## config.mk

```make
export PLATFORM = sky130hd
export DESIGN_NAME = kwdt_top
export DESIGN_NICKNAME = d
export VERILOG_FILES = /design/src/rtl/kwdt_pkg.sv /design/src/rtl/kwdt_regif.sv /design/src/rtl/kwdt_prescaler.sv /design/src/rtl/kwdt_settle.sv /design/src/rtl/kwdt_counter.sv /design/src/rtl/kwdt_top.sv
export SDC_FILE = /design/constraint.sdc
export NUM_CORES = 1
export LEC_CHECK = 0
export BUFFER_PORTS_ARGS = -buffer_cell sky130_fd_sc_hd__buf_2
export CAP_MARGIN = 20
export CORE_MARGIN = 2
export CORE_UTILIZATION = 25
export CTS_BUF_LIST = sky130_fd_sc_hd__clkbuf_8
export DETAILED_ROUTE_END_ITERATION = 16
export PLACE_DENSITY = 0.41
export RECOVER_POWER = 25
export SYNTH_ARGS = -nofsm -noshare
export SYNTH_HDL_FRONTEND = slang
export SYNTH_HIERARCHICAL = 1
export SYNTH_SLANG_ARGS = --single-unit
```

## constraint.sdc

```tcl
create_clock -name clk -period 8.4 [get_ports clk]
set_input_delay 1.68 -clock clk [delete_from_list [all_inputs] [get_ports clk]]
set_output_delay 1.68 -clock clk [all_outputs]
set_load 0.1 [all_outputs]
```

## src/rtl/kwdt_pkg.sv

```systemverilog
package kwdt_pkg;

   // register byte offsets; software depends on these
   localparam int OFS_CNT  = 0;
   localparam int OFS_CTLA = 4;
   localparam int OFS_CTLB = 8;

   // write keys
   localparam logic [15:0] CNT_KEY = 16'h5A5A;
   localparam logic [23:0] CTL_KEY = 24'hA5A5A5;

   // control-A bit positions
   localparam int EN_BIT   = 7;
   localparam int BUSY_BIT = 5;
   localparam int OVF_BIT  = 4;

   localparam int NUM_CODES = 8;

   // log2 of the tick divider for each clock-select code
   function automatic int div_log2(input int code);
      case (code)
         0:       return 0;
         1:       return 2;
         2:       return 4;
         3:       return 5;
         4:       return 6;
         5:       return 7;
         6:       return 10;
         default: return 12;
      endcase
   endfunction

endpackage

```

## src/rtl/kwdt_regif.sv

```systemverilog
module kwdt_regif #(
   parameter int ADDR_W = 4,
   parameter int BUS_W  = 32,
   parameter int CNT_W  = 16
) (
   input  logic [ADDR_W-1:0] bus_addr,
   input  logic [BUS_W-1:0]  bus_wdata,
   input  logic              bus_we,
   output logic              wr_cnt,
   output logic              wr_ctla,
   output logic              wr_ctlb
);
   import kwdt_pkg::*;

   logic cnt_key_ok;
   logic ctl_key_ok;
   logic hit_cnt, hit_ctla, hit_ctlb;

   assign cnt_key_ok = (bus_wdata[BUS_W-1:CNT_W] == CNT_KEY);
   assign ctl_key_ok = (bus_wdata[BUS_W-1:8] == CTL_KEY);

   assign hit_cnt  = (bus_addr == ADDR_W'(OFS_CNT));
   assign hit_ctla = (bus_addr == ADDR_W'(OFS_CTLA));
   assign hit_ctlb = (bus_addr == ADDR_W'(OFS_CTLB));

   assign wr_cnt  = bus_we && hit_cnt  && cnt_key_ok;
   assign wr_ctla = bus_we && hit_ctla && ctl_key_ok;
   assign wr_ctlb = bus_we && hit_ctlb && ctl_key_ok;

endmodule

```

## src/rtl/kwdt_prescaler.sv

```systemverilog
module kwdt_prescaler #(
   parameter int PRE_W = 12
) (
   input  logic       clk,
   input  logic       rst_n,
   input  logic [2:0] cks,
   output logic       tick
);
   import kwdt_pkg::*;

   logic [PRE_W-1:0]     pre_q;
   logic [NUM_CODES-1:0] tk;

   always_ff @(posedge clk or negedge rst_n) begin
      if (!rst_n) pre_q <= '0;
      else        pre_q <= pre_q + 1'b1;
   end

   // one tick decode per divider code; the powers of two let a mask replace a compare
   for (genvar i = 0; i < NUM_CODES; i++) begin : g_code
      localparam int K = div_log2(i);
      if (K > PRE_W) begin : g_bad
         $error("kwdt_prescaler: PRE_W too small for divider code %0d", i);
      end
      if (K == 0) begin : g_one
         assign tk[i] = 1'b1;
      end else begin : g_mask
         assign tk[i] = &pre_q[K-1:0];
      end
   end

   assign tick = tk[cks];

endmodule

```

## src/rtl/kwdt_settle.sv

```systemverilog
module kwdt_settle #(
   parameter int SETTLE_TICKS = 4,
   parameter int CNT_W        = 16,
   parameter int CTL_W        = 8
) (
   input  logic             clk,
   input  logic             rst_n,
   input  logic             tick,
   input  logic             wr_cnt,
   input  logic             wr_ctla,
   input  logic [CNT_W-1:0] wr_data,
   output logic             busy,
   output logic             apply_cnt,
   output logic             apply_ctla,
   output logic [CNT_W-1:0] pend_cnt,
   output logic [CTL_W-1:0] pend_ctla
);
   localparam int LEFT_W = $clog2(SETTLE_TICKS + 1);

   logic [LEFT_W-1:0] left_q;
   logic              busy_q, pcv_q, pav_q;
   logic [CNT_W-1:0]  pend_cnt_q;
   logic [CTL_W-1:0]  pend_ctla_q;
   logic              any_wr, apply;

   assign any_wr = wr_cnt | wr_ctla;
   // a fresh write in the last tick restarts the window instead of applying
   assign apply  = busy_q && tick && (left_q == LEFT_W'(1)) && !any_wr;

   always_ff @(posedge clk or negedge rst_n) begin
      if (!rst_n) begin
         left_q      <= '0;
         busy_q      <= 1'b0;
         pcv_q       <= 1'b0;
         pav_q       <= 1'b0;
         pend_cnt_q  <= '0;
         pend_ctla_q <= '0;
      end else begin
         if (wr_cnt) begin
            pend_cnt_q <= wr_data;
            pcv_q      <= 1'b1;
         end else if (apply) begin
            pcv_q      <= 1'b0;
         end
         if (wr_ctla) begin
            pend_ctla_q <= wr_data[CTL_W-1:0];
            pav_q       <= 1'b1;
         end else if (apply) begin
            pav_q       <= 1'b0;
         end
         if (any_wr) begin
            busy_q <= 1'b1;
            left_q <= LEFT_W'(SETTLE_TICKS);
         end else if (busy_q && tick) begin
            left_q <= left_q - 1'b1;
            if (left_q == LEFT_W'(1)) busy_q <= 1'b0;
         end
      end
   end

   assign busy       = busy_q;
   assign apply_cnt  = apply && pcv_q;
   assign apply_ctla = apply && pav_q;
   assign pend_cnt   = pend_cnt_q;
   assign pend_ctla  = pend_ctla_q;

endmodule

```

## src/rtl/kwdt_counter.sv

```systemverilog
module kwdt_counter #(
   parameter int CNT_W = 16
) (
   input  logic             clk,
   input  logic             rst_n,
   input  logic             en,
   input  logic             tick,
   input  logic             load,
   input  logic [CNT_W-1:0] load_val,
   output logic [CNT_W-1:0] cnt,
   output logic             wrap_evt,
   output logic             wrap_pulse
);
   logic [CNT_W-1:0] cnt_q;
   logic             pulse_q;

   // a load in the same cycle wins over the increment, so no wrap is reported
   assign wrap_evt = en && tick && !load && (cnt_q == {CNT_W{1'b1}});

   always_ff @(posedge clk or negedge rst_n) begin
      if (!rst_n) begin
         cnt_q   <= '0;
         pulse_q <= 1'b0;
      end else begin
         if (load)           cnt_q <= load_val;
         else if (en && tick) cnt_q <= cnt_q + 1'b1;
         pulse_q <= wrap_evt;
      end
   end

   assign cnt        = cnt_q;
   assign wrap_pulse = pulse_q;

endmodule

```

## src/rtl/kwdt_top.sv

```systemverilog
module kwdt_top #(
   parameter int ADDR_W       = 4,
   parameter int SETTLE_TICKS = 4,
   parameter int PRE_W        = 12
) (
   input  logic              clk,
   input  logic              rst_n,
   input  logic [ADDR_W-1:0] bus_addr,
   input  logic [31:0]       bus_wdata,
   input  logic              bus_we,
   output logic [31:0]       bus_rdata,
   output logic              rst_req
);
   import kwdt_pkg::*;

   localparam int BUS_W = 32;
   localparam int CNT_W = 16;
   localparam int CTL_W = 8;

   if (ADDR_W < 4) begin : g_bad_addr
      $error("kwdt_top: ADDR_W must reach offset 8");
   end
   if (SETTLE_TICKS < 1) begin : g_bad_settle
      $error("kwdt_top: SETTLE_TICKS must be at least 1");
   end

   logic             wr_cnt, wr_ctla, wr_ctlb;
   logic             tick, busy, apply_cnt, apply_ctla;
   logic [CNT_W-1:0] pend_cnt, cnt_q;
   logic [CTL_W-1:0] pend_ctla;
   logic             wrap_evt;
   logic             en_q, ovf_q;
   logic [2:0]       cks_q;
   logic [CTL_W-1:0] ctlb_q;
   logic             unused_rsvd;

   assign unused_rsvd = ^{pend_ctla[6:5], pend_ctla[3]};

   kwdt_regif #(.ADDR_W(ADDR_W), .BUS_W(BUS_W), .CNT_W(CNT_W)) u_regif (
      .bus_addr (bus_addr),
      .bus_wdata(bus_wdata),
      .bus_we   (bus_we),
      .wr_cnt   (wr_cnt),
      .wr_ctla  (wr_ctla),
      .wr_ctlb  (wr_ctlb)
   );

   kwdt_prescaler #(.PRE_W(PRE_W)) u_pre (
      .clk  (clk),
      .rst_n(rst_n),
      .cks  (cks_q),
      .tick (tick)
   );

   kwdt_settle #(.SETTLE_TICKS(SETTLE_TICKS), .CNT_W(CNT_W), .CTL_W(CTL_W)) u_settle (
      .clk       (clk),
      .rst_n     (rst_n),
      .tick      (tick),
      .wr_cnt    (wr_cnt),
      .wr_ctla   (wr_ctla),
      .wr_data   (bus_wdata[CNT_W-1:0]),
      .busy      (busy),
      .apply_cnt (apply_cnt),
      .apply_ctla(apply_ctla),
      .pend_cnt  (pend_cnt),
      .pend_ctla (pend_ctla)
   );

   kwdt_counter #(.CNT_W(CNT_W)) u_cnt (
      .clk       (clk),
      .rst_n     (rst_n),
      .en        (en_q),
      .tick      (tick),
      .load      (apply_cnt),
      .load_val  (pend_cnt),
      .cnt       (cnt_q),
      .wrap_evt  (wrap_evt),
      .wrap_pulse(rst_req)
   );

   always_ff @(posedge clk or negedge rst_n) begin
      if (!rst_n) begin
         en_q   <= 1'b0;
         ovf_q  <= 1'b0;
         cks_q  <= '0;
         ctlb_q <= '0;
      end else begin
         if (apply_ctla) begin
            en_q  <= pend_ctla[EN_BIT];
            cks_q <= pend_ctla[2:0];
         end
         if (wrap_evt)                             ovf_q <= 1'b1;
         else if (apply_ctla && !pend_ctla[OVF_BIT]) ovf_q <= 1'b0;
         if (wr_ctlb) ctlb_q <= bus_wdata[CTL_W-1:0];
      end
   end

   always_comb begin
      bus_rdata = '0;
      case (bus_addr)
         ADDR_W'(OFS_CNT):  bus_rdata[CNT_W-1:0] = cnt_q;
         ADDR_W'(OFS_CTLA): begin
            bus_rdata[EN_BIT]   = en_q;
            bus_rdata[BUSY_BIT] = busy;
            bus_rdata[OVF_BIT]  = ovf_q;
            bus_rdata[2:0]      = cks_q;
         end
         ADDR_W'(OFS_CTLB): bus_rdata[CTL_W-1:0] = ctlb_q;
         default:           bus_rdata = '0;
      endcase
   end

endmodule

```

# After elaboration in Yosys (flattened, before gate mapping)
# Index checks and enable logic that the tools add are counted.
[word_totals]
wordCells = 77
in_bits = 39
out_inout_bits = 33
ff_bits = 72
[op_classes]
eq_ne = 6
reduce_logical = 33
mux = 20
addsub = 3
magnitude_cmp = 1
bitwise_logic = 1
[ops]
columns = ["cell", "n"]
rows = [
  ["16-bit 2-to-1 mux", 2],
  ["24-bit == test, second input constant", 1],
  ["16-bit by 1-bit adder with 16-bit output, second input constant", 1],
  ["16-bit by 15-bit == test with 1-bit output, second input constant", 1],
  ["16-bit == test, second input constant", 1],
  ["1-bit logical AND", 15],
  ["12-bit by 1-bit adder with 12-bit output, second input constant", 1],
  ["12-bit AND reduction", 1],
  ["2-bit nonzero test", 6],
  ["10-bit AND reduction", 1],
  ["1-bit 2-to-1 mux", 9],
  ["3-bit case mux with 3 select lines", 1],
  ["8-bit 2-to-1 mux", 1],
  ["7-bit AND reduction", 1],
  ["3-bit 2-to-1 mux", 2],
  ["2-bit case mux with 3 select lines", 1],
  ["6-bit AND reduction", 1],
  ["5-bit AND reduction", 1],
  ["4-bit by 3-bit == test with 1-bit output, second input constant", 1],
  ["4-bit == test, second input constant", 1],
  ["4-bit logical NOT", 1],
  ["3-bit by 4-bit less-than comparator with 1-bit output, second input constant", 1],
  ["1-bit case mux with 2 select lines", 2],
  ["2-bit AND reduction", 2],
  ["7 further kinds", 9],
]

# Logic depth before layout (Yosys ltp)
[logic_depth]
ltp_word = 11
depth_mapped = 13

# Hierarchy
# The synthesis kept the hierarchy.
[modules_own_cells]
columns = ["mod", "instances", "cells_each", "area_per_inst_um2"]
rows = [
  ["kwdt_settle", 1, 80, 1206.2],
  ["kwdt_counter", 1, 102, 974.7],
  ["kwdt_top", 1, 72, 850.8],
  ["kwdt_prescaler", 1, 49, 573.0],
  ["kwdt_regif", 1, 21, 175.2],
]

# Worst setup path after synthesis
# Ideal clock, no wire load.
[synth_timing]
path_type = "input-to-output"
startpoint = "in bus_addr[1]"
endpoint = "out bus_rdata[0]"
arrival_time_ns = 3.642
path_slack_ns = 3.078
path_buffers = 1
path_stages = 3
cell_sequence = "or3_1 -> buf_2 -> o2bb2ai_1"
[synth_via]
elab_chain_cells = 2
word_cells_on_any_way = 4
classes_between = "eq/ne (2); mux (1); reduce/logical (1)"
[synth_rtl]
columns = ["element", "line_no", "text"]
rows = [
  ["start, declared", "kwdt_top.sv:8", "input logic [ADDR_W-1:0] bus_addr,"],
  ["4-bit == test (tied with other cells)", "kwdt_top.sv:100", "case (bus_addr)"],
  ["3-bit case mux with 3 select lines (*)", "kwdt_top.sv:100", ""],
  ["end, declared", "kwdt_top.sv:11", "output logic [31:0] bus_rdata,"],
]
# Every way passes the cells marked *; elsewhere a longest branch is shown, timed or not.

==> impl_summary.txt <==
----------------------------------------------------
[Outcome]
  Outcome ... finished, violations left
  Violations in the final reports ... capacitance limit, slew limit

[Timing]
  Period utilisation layout ... 59.3%
  Sum Neg Setup Slack ... 0 ns
  Final Hold Viols ... 0
  Crit path time final ... 4.98 ns
  Maximum frequency from static timing analysis ... 201 MHz
  Post-route worst setup slack ... 3.42 ns
  Final worst clock skew ... 0.0128 ns
  Worst slew slack as a fraction of its limit ... -162%
  Setup repair after global routing missed its margin ... false
  Number of setup violations in the final report ... 0
  Final max-slew violation count ... 70
  Slew @ Worst Pin ... 3.93 ns

[Clock network]
  Clock tree root buffer cell ... clkbuf_8
  Gates resized, CTS repair ... 0
  Post-CTS Hold Fix Bufs ... 0
  Worst-Skew Late Latency ... 0.36 ns
  H-tree Lvls ... 3
  Number of CTS-inserted buffers ... 9
  Register clock-pin slew on the reported worst setup and hold paths ... 0.08 ns
  Number of buffers added for setup after CTS ... 0
  Buffers from clock root to sink, at most ... 2
  Clock Sinks ... 69
  CTS tree ... built

[GRT]
  Antenna violations before repair ... 0
  Largest net degree at the start of global routing ... 70
  Via count of the first global-routing pass ... 2571
  Global routing's busiest layer ... met2
  Overall track demand over capacity in global routing ... 11.6%
  Global-route wire length before repair ... 14100 um
  Congestion Overflow GR ... 0
  Met1 track utilization from global routing ... 15.8%
  Met3 demand-to-capacity share in global routing ... 2.27%
  Met2 track demand over resource ... 17.7%

[Setup path]
  Required time reported for the critical path endpoint ... 7.96 ns
  Critical path type ... in -> async
  Crit-path max cell delay ... 2.74 ns
  Kind of end point of the critical path ... async pin
  Slowest library cell on the worst path ... clkbuf_1
  Max FO, Critical Path ... 69
  Crit path arrival time ... 4.55 ns
  Cell chain of the critical path ... buf_2 > clkbuf_1
  Sum of buffers and inverters on the critical path ... 2
  Crit path max-delay family ... buffers and inverters
  Type of element launching the critical path ... primary input

[Layout]
  Area taken by flip-flops and latches ... 0.00173 sq mm
  Fraction of final layout cells with drive strength greater than 1 ... 33.7%
  Footprint of the multi-input gates ... 0.00176 sq mm
  Number of fillers in the final layout ... 1555
  Final antenna diode count ... 0
  Final nets ... 422
  Layout area overhead ... 15.6%

[Drt]
  Total via count in the routed design ... 2542
  Post-Route WL ... 8410 um
  Via-to-Cell Ratio ... 4.48
  WL/cell ... 14.8 um
  Number of search-and-repair iterations in the first detailed-routing pass ... 5
  DRC ... 0
  Number of nets with antenna violations after routing ... 0
  Iteration-0 DRC Markers ... 106

[Place]
  Detailed-placement wirelength estimate ... 6060 um
  DP Worst Slack ... 3.53 ns
  Gp weighted congestion ... 0.747
  Port Buf Inserts ... 55

[Floorplan]
  Starting Density ... 25.5%
  Area of the die ... 0.0157 sq mm
  Ports ... 72
  Number of core rows ... 44
  Horiz. Die Dim ... 125 um
  Vertical die dimension ... 125 um
  Total core area ... 0.0144 sq mm

[Power]
  Leakage power ... 1.99 nW
  Power per unit of standard cell area ... 158 mW/mm^2
  Peak VDD IR ... 0.100 mV

[Logic synthesis]
  Gate count of the mapped netlist ... 318
  Yosys warnings ... 6
  Mean Syn Cell Area ... 11.5 sq um
  Mapped cell area ... 0.00367 sq mm

[Min path]
  Worst Hold Class ... reg -> reg

[Run]
  Max-cap check violation count ... 1

----------------------------------------------------
-- worst reg2reg max path: stages (launching register included) --
cell      delay (ns)
dfrtp_1         0.38
ha_1            0.23
and3_2          0.23
ha_1            0.15
nor2_1          0.04
nand2_1         0.06
o21ai_0         0.10
a221oi_2        0.27
buf_4           0.22
and4b_4         0.29
and3_1          0.16
buf_4           0.31
and2b_2         0.28
a22o_1          0.20
a211o_1         0.23
-- power by group --
| group | switching (mW) | internal [mW] | total [mW] |
|---|---|---|---|
| registers | 0.0000544 | 0.332 | 0.332 |
| logic | 0.0622 | 0.0122 | 0.0745 |
| clock network | 0.139 | 0.123 | 0.262 |
| total | 0.202 | 0.467 | 0.669 |
-- sequential cells by signal, indices dropped and copies added (netlist names) --
register            count
ctlb_q                  8
u_cnt/wrap_pulse        1
u_settle/pend_ctla      5
u_settle/busy           1
cks_q                   3
u_settle/pcv_q          1
ovf_q                   1
en_q                    1
u_settle/pend_cnt      16
u_cnt/cnt              16
u_pre/pre_q            12
u_settle/left_q         3
u_settle/pav_q          1
-- cell usage in the layout, fill, tap and decap left out, types with 8 or more instances in the layout --
| cell | count |
|---|---|
| o21ai_0 | 14 |
| buf_2 | 55 |
| mux2_2 | 33 |
| inv_1 | 9 |
| dfrtp_1 | 69 |
| nand2_1 | 27 |
| and2_1 | 8 |
| nor2_1 | 14 |
| clkbuf_8 | 11 |
| xnor2_1 | 16 |
| conb_1 | 16 |
-- layout make-up --
type / instances / share of cell area, %
Multi-Input combinational cell: 230 / 41.6
Sequential cell: 69 / 40.7
Timing Repair Buffer: 59 / 7.11
Tap cell: 184 / 5.43
Clock buffer: 11 / 3.57
Clock inverter: 5 / 0.826
Inverter: 9 / 0.796
-- stage by stage --
step                area (sq um)  hold WS [ns]  power [mW]  instances  utilization [%]
CTS                         4270         0.478       0.682        567             29.6
detailed placement          4090         0.464       0.415        551             28.3
finish                      4240         0.470       0.669        567             29.4
floorplan                   3730         0.442       0.397        333                -
global placement            4090         0.463       0.414        551             28.3
global route                4240         0.501       0.699        567             29.4
-- layer usage --
metal / vias up / wire (um)
li1: 1234 / -
met1: 1258 / 4250
met2: 39 / 3780
met3: 11 / 222
met4: 0 / 161
met5: - / 0
-- worst paths after layout --
| check | cells past startpoint | from | to | slack (ns) |
|---|---|---|---|---|
| setup reg to reg | 14 | u_pre/pre_q[0]$_DFF_PN0_ | u_cnt/cnt[15]$_DFFE_PN0P_ | 5.17 |
| hold reg to reg | 1 | u_pre/pre_q[0]$_DFF_PN0_ | u_pre/pre_q[0]$_DFF_PN0_ | 0.47 |
| max in group clk | 4 | bus_addr[2] | bus_rdata[4] | 3.60 |
| min in group asynchronous | 2 | rst_n | u_pre/pre_q[6]$_DFF_PN0_ | 2.79 |
| setup / recovery | 2 | rst_n | ctlb_q[6]$_DFFE_PN0P_ | 3.42 |
| hold / removal | 1 | u_pre/pre_q[0]$_DFF_PN0_ | u_pre/pre_q[0]$_DFF_PN0_ | 0.47 |
No activity file was read; power rests on OpenSTA's default activity.
